$ cat src/rtl/e1ts_pkg.sv
package e1ts_pkg;
    localparam int FLAG_W     = 8;
    // bit positions of the host status byte (host decodes these)
    localparam int B_RX_CAS   = 7;
    localparam int B_RX_ALIGN = 6;
    localparam int B_TX_MF    = 5;
    localparam int B_SEC      = 4;
    localparam int B_TX_ALIGN = 3;
    localparam int B_TCLK_LOS = 2;
    localparam int B_RX_CRC   = 1;
    localparam int B_RCLK_LOS = 0;

    typedef logic [FLAG_W-1:0] flags_t;
endpackage

$ cat src/rtl/e1ts_div.sv
module e1ts_div #(
    parameter int PERIOD = 4096
) (
    input  logic clk,
    input  logic rst_n,
    input  logic en_i,
    output logic tick_o
);
    localparam int CW = $clog2(PERIOD + 1);

    typedef struct packed {
        logic [CW-1:0] cnt;
    } st_t;

    st_t s_q, s_d;
    logic last;

    assign last   = (s_q.cnt == CW'(PERIOD - 1));
    assign tick_o = en_i && last;

    always_comb begin
        s_d = s_q;
        if (en_i) begin
            s_d.cnt = last ? '0 : s_q.cnt + 1'b1;
        end
    end

    always_ff @(posedge clk or negedge rst_n) begin
        if (!rst_n) s_q <= '0;
        else        s_q <= s_d;
    end

    AST_DIV_RANGE: assert property (@(posedge clk) disable iff (!rst_n)
        s_q.cnt < CW'(PERIOD));
    AST_DIV_WRAP: assert property (@(posedge clk) disable iff (!rst_n)
        tick_o |=> (s_q.cnt == '0));
endmodule

$ cat src/rtl/e1ts_clk_mon.sv
module e1ts_clk_mon #(
    parameter int LIMIT = 8
) (
    input  logic clk,
    input  logic rst_n,
    input  logic sig_i,
    input  logic cnt_en_i,
    output logic lost_o
);
    localparam int CW = $clog2(LIMIT + 1);

    typedef struct packed {
        logic          prev;
        logic [CW-1:0] cnt;
    } st_t;

    st_t  s_q, s_d;
    logic toggle;

    assign toggle = (sig_i != s_q.prev);
    assign lost_o = (s_q.cnt == CW'(LIMIT));

    always_comb begin
        s_d      = s_q;
        s_d.prev = sig_i;
        if (toggle) begin
            s_d.cnt = '0;
        end else if (cnt_en_i && !lost_o) begin
            s_d.cnt = s_q.cnt + 1'b1;
        end
    end

    always_ff @(posedge clk or negedge rst_n) begin
        if (!rst_n) s_q <= '0;
        else        s_q <= s_d;
    end

    AST_MON_TOGGLE_CLEARS: assert property (@(posedge clk) disable iff (!rst_n)
        toggle |=> !lost_o);
    AST_MON_SATURATE: assert property (@(posedge clk) disable iff (!rst_n)
        s_q.cnt <= CW'(LIMIT));
endmodule

$ cat src/rtl/e1_tstat_reg.sv
module e1_tstat_reg
    import e1ts_pkg::*;
#(
    parameter int SEC_EDGES   = 2048000,
    parameter int MF_EDGES    = 4096,
    parameter int TLOSS_EDGES = 8,
    parameter int RLOSS_REF   = 20
) (
    input  logic        clk,
    input  logic        rst_n,
    input  logic        rclk_i,
    input  logic        tclk_i,
    input  logic        rx_fs_i,
    input  logic        rx_align_i,
    input  logic        tx_fs_i,
    input  logic        tx_align_i,
    input  logic        rx_cas_mf_i,
    input  logic        rx_crc_mf_i,
    input  logic        tx_mf_i,
    input  logic        crc4_en_i,
    input  logic        rd_i,
    input  logic        alarm_en_i,
    output logic [7:0]  status_o,
    output logic        alarm_o
);
    typedef struct packed {
        flags_t flags;
        logic   rck_prev;
    } st_t;

    st_t    s_q, s_d;
    logic   rck_rise, sec_tick, mf_tick, tlost, rlost;
    flags_t ev;

    assign rck_rise = rclk_i & ~s_q.rck_prev;

    e1ts_div #(.PERIOD(SEC_EDGES)) u_sec (
        .clk(clk), .rst_n(rst_n), .en_i(rck_rise), .tick_o(sec_tick));

    e1ts_div #(.PERIOD(MF_EDGES)) u_mf (
        .clk(clk), .rst_n(rst_n), .en_i(rck_rise), .tick_o(mf_tick));

    // transmit clock quiet time is measured in receive clock edges
    e1ts_clk_mon #(.LIMIT(TLOSS_EDGES)) u_tmon (
        .clk(clk), .rst_n(rst_n), .sig_i(tclk_i), .cnt_en_i(rck_rise), .lost_o(tlost));

    // receive clock quiet time is measured in block clock cycles
    e1ts_clk_mon #(.LIMIT(RLOSS_REF)) u_rmon (
        .clk(clk), .rst_n(rst_n), .sig_i(rclk_i), .cnt_en_i(1'b1), .lost_o(rlost));

    always_comb begin
        ev             = '0;
        ev[B_RX_CAS]   = rx_cas_mf_i;
        ev[B_RX_ALIGN] = rx_fs_i & rx_align_i;
        ev[B_TX_MF]    = tx_mf_i;
        ev[B_SEC]      = sec_tick;
        ev[B_TX_ALIGN] = tx_fs_i & tx_align_i;
        ev[B_TCLK_LOS] = tlost;
        ev[B_RX_CRC]   = crc4_en_i ? rx_crc_mf_i : mf_tick;
        ev[B_RCLK_LOS] = rlost;

        s_d          = s_q;
        s_d.rck_prev = rclk_i;
        s_d.flags    = (rd_i ? flags_t'('0) : s_q.flags) | ev;
    end

    always_ff @(posedge clk or negedge rst_n) begin
        if (!rst_n) s_q <= '0;
        else        s_q <= s_d;
    end

    assign status_o = s_q.flags;
    assign alarm_o  = alarm_en_i & tlost;

    AST_STICKY_HOLD: assert property (@(posedge clk) disable iff (!rst_n)
        !rd_i |=> ((s_q.flags & $past(s_q.flags)) == $past(s_q.flags)));
    AST_ALARM_FLAGS: assert property (@(posedge clk) disable iff (!rst_n)
        alarm_o |=> s_q.flags[B_TCLK_LOS]);
    AST_CAS_SETS: assert property (@(posedge clk) disable iff (!rst_n)
        rx_cas_mf_i |=> s_q.flags[B_RX_CAS]);
    AST_TXMF_SETS: assert property (@(posedge clk) disable iff (!rst_n)
        tx_mf_i |=> s_q.flags[B_TX_MF]);
    AST_RXALIGN_SETS: assert property (@(posedge clk) disable iff (!rst_n)
        (rx_fs_i && rx_align_i) |=> s_q.flags[B_RX_ALIGN]);
endmodule

$ cat config.mk
export PLATFORM = sky130hd
export DESIGN_NAME = e1_tstat_reg
export DESIGN_NICKNAME = d
export VERILOG_FILES = /design/src/rtl/e1ts_pkg.sv /design/src/rtl/e1ts_div.sv /design/src/rtl/e1ts_clk_mon.sv /design/src/rtl/e1_tstat_reg.sv
export SDC_FILE = /design/constraint.sdc
export NUM_CORES = 1
export LEC_CHECK = 0
export BUFFER_PORTS_ARGS = -buffer_cell sky130_fd_sc_hd__buf_2
export CELL_PAD_IN_SITES_DETAIL_PLACEMENT = 0
export CELL_PAD_IN_SITES_GLOBAL_PLACEMENT = 2
export CORE_ASPECT_RATIO = 0.8
export CORE_UTILIZATION = 30
export CTS_BUF_LIST = sky130_fd_sc_hd__clkbuf_2 sky130_fd_sc_hd__clkbuf_4 sky130_fd_sc_hd__clkbuf_8
export CTS_CLUSTER_DIAMETER = 50
export DETAILED_ROUTE_END_ITERATION = 8
export GPL_TIMING_DRIVEN = 0
export PLACE_DENSITY_LB_ADDON = 0.05
export SLEW_MARGIN = 20
export SYNTH_ARGS = -nofsm -noshare
export SYNTH_HDL_FRONTEND = slang
export SYNTH_HIERARCHICAL = 1
export SYNTH_SLANG_ARGS = --single-unit
$ cat constraint.sdc
create_clock -name clk -period 2.7 [get_ports clk]
set_clock_uncertainty 0.2 [all_clocks]
set_input_delay 0.135 -clock clk [delete_from_list [all_inputs] [get_ports clk]]
set_output_delay 0.135 -clock clk [all_outputs]
set_load 0.02 [all_outputs]
# Word-level counts from Yosys, hierarchy flattened
# Index checks and enable logic that the tools add are counted.
dict set report totals {
  ff_bits 53
  input_bits 14
  out_inout_bits 9
  elab_cells 37
}
dict set report classes {
  add_sub_neg 4
  eq_ne 7
  n_mux 8
  bitwise_logic 6
  n_reduce_logical 5
}
# operator count
set ops {}
lappend ops {{21-bit by 1-bit adder with 21-bit output, second input constant} 1}
lappend ops {{21-bit equality test, second input constant} 1}
lappend ops {{21-bit 2-to-1 mux} 1}
lappend ops {{13-bit by 1-bit adder with 13-bit output, second input constant} 1}
lappend ops {{13-bit by 12-bit equality test with 1-bit output, second input constant} 1}
lappend ops {{13-bit 2-to-1 mux} 1}
lappend ops {{5-bit 2-to-1 mux} 2}
lappend ops {{4-bit 2-to-1 mux} 2}
lappend ops {{8-bit 2-to-1 mux} 1}
lappend ops {{8-bit bitwise OR} 1}
lappend ops {{5-bit by 1-bit adder with 5-bit output, second input constant} 1}
lappend ops {{5-bit equality test, second input constant} 1}
lappend ops {{4-bit by 1-bit adder with 4-bit output, second input constant} 1}
lappend ops {{1-bit bitwise AND} 4}
lappend ops {{4-bit equality test, second input constant} 1}
lappend ops {{1-bit logical AND} 3}
lappend ops {{1-bit != test} 2}
lappend ops {{2-bit by 1-bit != test with 1-bit output, second input constant} 1}
lappend ops {{2-bit nonzero test} 1}
lappend ops {{1-bit zero test} 1}
lappend ops {{1-bit 2-to-1 mux} 1}
lappend ops {{1-bit NOT} 1}

# Logic depth before layout (Yosys ltp)
dict set report logic_depth {
  word_depth 5
  mapped_depth 6
  depth_no_buf 6
}

# Cells and area by module
# The synthesis kept the hierarchy.
# module n_inst cells_each area_per_inst_um2 seq_area_each_um2
set modules_own_cells {}
lappend modules_own_cells {{e1ts_div (u_sec)} 1 114 1127.3 525.5}
lappend modules_own_cells {{e1ts_div (u_mf)} 1 62 651.9 325.3}
lappend modules_own_cells {e1_tstat_reg 1 30 385.4 225.2}
lappend modules_own_cells {{e1ts_clk_mon (u_rmon)} 1 30 324.1 150.1}
lappend modules_own_cells {{e1ts_clk_mon (u_tmon)} 1 26 265.3 125.1}

# Worst setup path before layout
# OpenSTA, ideal clock, no wires.
dict set report synth_timing {
  path_type {register -> register}
  startpoint {register, netlist name s_q[0]}
  endpoint {register u_sec/s_q[20] (netlist bit)}
  setup_time_ns 0.121
  arrival_ns 2.080
  required_time_ns 2.379
  slack_ns 0.299
  stages_incl_launch_ff 7
  path_buffers 1
  synth_period_minus_slack_ns 2.401
  path_cell_list {dfrtp_1 -> nor2b_1 -> buf_2 -> nand4_4 -> or3_4 -> a211o_1 -> a22o_1}
}
# element line
set synth_rtl {}
lappend synth_rtl {{end signal, assigned} e1ts_div.sv:29} ;# if (!rst_n) s_q <= '0;
lappend synth_rtl {{end signal, assigned} e1ts_div.sv:30} ;# else s_q <= s_d;
lappend synth_rtl {{end, declared} e1ts_div.sv:15} ;# st_t s_q, s_d;

==> summary.txt <==
Worst setup path
  • WP data arrival: around 2400 ps
  • Worst-path fanout max: 13
  • Crit Path Class: flip-flop to flip-flop
  • CP Capture Type: flip-flop
  • Startpoint types: flip-flop
  • Crit path required time: ~2700 ps

Synthesis
  • Post-synthesis cell count: around 260
  • Post-Syn Area: 0.002754 mm²
  • Post-synth EDFFs: 0
  • FF+latch count, synth: 54
  • Post-synth cell types: 49
  • Seq/Total Area, Yosys: 0.4907
  • Mean Syn Cell Area: approximately 11 µm²
  • Synth async-reset ratio: 1.000
  • Synth Warn #: 6
  • Most used DFF post-synth: dfrtp_1

Power and ir drop
  • Leakage: 1.474 nW
  • Pwr dens: about 540 mW/mm²
  • Max IR drop VDD: 0.0002471 V
  • Final Power: 0.001752 W

STA
  • Fin crit period: ~2400 ps
  • Slew margin rel.: 0.5227
  • Final worst path period share: 0.8892
  • Final setup viols: 0
  • Setup tns final: 0 ps
  • Fmax: 416.5 MHz
  • Max Transition Viols Final: 0
  • Worst-Margin Slew: 716.0 ps
  • Final hold vios: 0
  • RSZ-0062 raised after global routing: no

Route
  • DR WL/cell: between 10 and 15 µm
  • Vias: 1,947
  • Drt pass-1 iters: 4
  • Total Wirelength: 5728 µm
  • Initial drt markers: 84
  • Routed vias/inst: 4.636
  • DRC viols: 0
  • Final ANT Viol Nets: 0

Finish
  • Commonest non-fill, non-tap cell in the layout: dfrtp_1
  • # diodes: 0
  • Ratio of cells with drive above 1 in the final layout: 0.2078
  • Cell area after layout: 0.003238 mm²
  • Most frequent cells in the layout: 54 x dfrtp_1, 23 x buf_2, 17 x nand2_1, 17 x nor2_1
  • FILL cells: 896
  • Register area: approximately 0.0014 mm²
  • Area grow syn2layout: 17.58%
  • Nets: approximately 330
  • Multi-input logic area: 0.001295 mm²
  • Non-filler cells, final: 420
  • Fin util: 0.3718

Floorplanning
  • Initial core utilization: 0.3162
  • I/O pin cnt: 23
  • Core box area: 0.008708 mm²
  • Die Span Y: between 80 and 90 µm
  • Die Area: 0.009569 mm²
  • Die width: approximately 110 µm
  • Row Count: 30

Clock network
  • CTS Root Buffer Type: clkbuf_8
  • Clock latency on the worst-skew pair: 320 ps
  • Worst-case clock buffer depth: 2
  • Reg clk slew, reported paths: ~100 ps
  • # H-tree levels: 2
  • Num CTS Buffers: 5
  • Clk sinks: 54
  • CTS tree: yes

GRT
  • GR Util All Layers: 0.1323
  • First-pass GRT wire length: 9473 µm
  • Grt ovf: 0
  • Vias in the first global route: 1,872
  • Initial antenna violation count: 0
  • Largest net degree at the start of global routing: 55

Placement
  • Routability cong.: 0.7192
  • PortBufs: 22
  • HPWL after DPL: roughly 3800 µm
  • Placed Cells: 401
  • Area of placed instances: 0.003025 mm²

Min path
  • Worst hold path class: input port to flip-flop

Job
  • Max Cap Viol: 0

Outcome
  • Status: finished, final reports clean
==> what timing repair did <==
item | in CTS | in global routing
setup endpoints to repair | 13 | 12
endpoints found under the hold margin | 66 | 0
hold buffers | 11 | 0
resized for setup | 1 | 1
buffers inserted | 0 | 0
==> metrics by stage <==
step                setup WS, ps  hold WS (ps)
floorplan                  298.6        -360.6
global placement          -292.3         68.92
detailed placement        -220.9         56.85
CTS                        59.36         21.58
global route               139.0         32.04
finish                     299.2         37.43
==> flip-flops by register name, summed over array words and instances, names as in the netlist <==
signal / cells
u_tmon/s_q: 5
s_q: 1
u_rmon/s_q: 6
status_o: 8
u_sec/s_q: 21
u_mf/s_q: 13
==> cell families after synthesis <==
logic type | synth area share
AND/OR/NAND/NOR | 0.2403
flip-flops | 0.4907
AO/OA/AOI/OAI | 0.09814
XOR/XNOR | 0.08269
buffers and inverters | 0.04861
adder cells (fa/ha/maj) | 0.02726
multiplexers | 0.01090
other | 0.001362
==> cell usage after synthesis, drive strengths merged (3+ instances only) <==
cell	instances	area (µm²)
nor2	17	63.81
nand2b	7	43.79
a21o	5	43.79
ha	6	75.07
and3	4	25.02
buf	12	85.08
o21ai	11	55.05
nor3	5	30.03
a21oi	7	38.79
dfrtp	54	1351
inv	13	48.80
nand3	16	85.08
xor2	11	96.34
or3	5	36.28
nand3b	3	35.03
nor4	5	52.55
mux2i	3	30.03
o31ai	3	22.52
and2	4	25.02
and4	3	26.28
a21boi	3	26.27
a22o	3	28.78
nor2b	3	18.77
nand4	15	108.9
nand2	17	63.81
xnor2	15	131.4
==> worst max-delay path, stage by stage, from the launching register on <==
cell     delay [ps]
dfrtp_1         410
nor2b_4         300
buf_2           270
nand4_4         220
or3_4           420
a211o_1         240
a22o_1          230
==> final timing paths <==
kind / from / endpoint / slack (ps) / cells past startpoint
min in group asynchronous: rst_n / u_rmon/s_q[2] / 210 / 2
max reg2reg: s_q[0] / u_sec/s_q[20] / 300 / 6
min: rd_i / status_o[0] / 40 / 3
max: s_q[0] / u_sec/s_q[20] / 300 / 6
max in group asynchronous: rst_n / u_tmon/s_q[0] / 1620 / 2
min reg2reg: u_mf/s_q[6] / u_mf/s_q[6] / 290 / 1
==> power breakdown <==
group | internal (W) | switching [W]
logic | 0.000129 | 0.000156
clock network | 0.000218 | 0.000277
registers | 0.000884 | 0.0000875
==> routing by layer <==
| layer | global-route usage | wire length (µm) | part of all wire |
|---|---|---|---|
| met1 | 0.1887 | 3101 | 0.54 |
| met2 | 0.1938 | 2329 | 0.41 |
| met3 | 0.03423 | 223 | 0.039 |
| met4 | 0.04423 | 74 | 0.013 |
| met5 | 0 | 0 | 0 |
==> layout make-up <==
| type | instances | share of cell area |
|---|---|---|
| Sequential cell | 54 | 0.4173 |
| Multi-Input combinational cell | 188 | 0.3999 |
| Timing Repair Buffer | 33 | 0.06878 |
| Tap cell | 112 | 0.04328 |
| Clock buffer | 7 | 0.02782 |
| Buffer | 12 | 0.02628 |
| Inverter | 13 | 0.01507 |
| Clock inverter | 1 | 0.001546 |
Power figures use the tool's default switching activity.
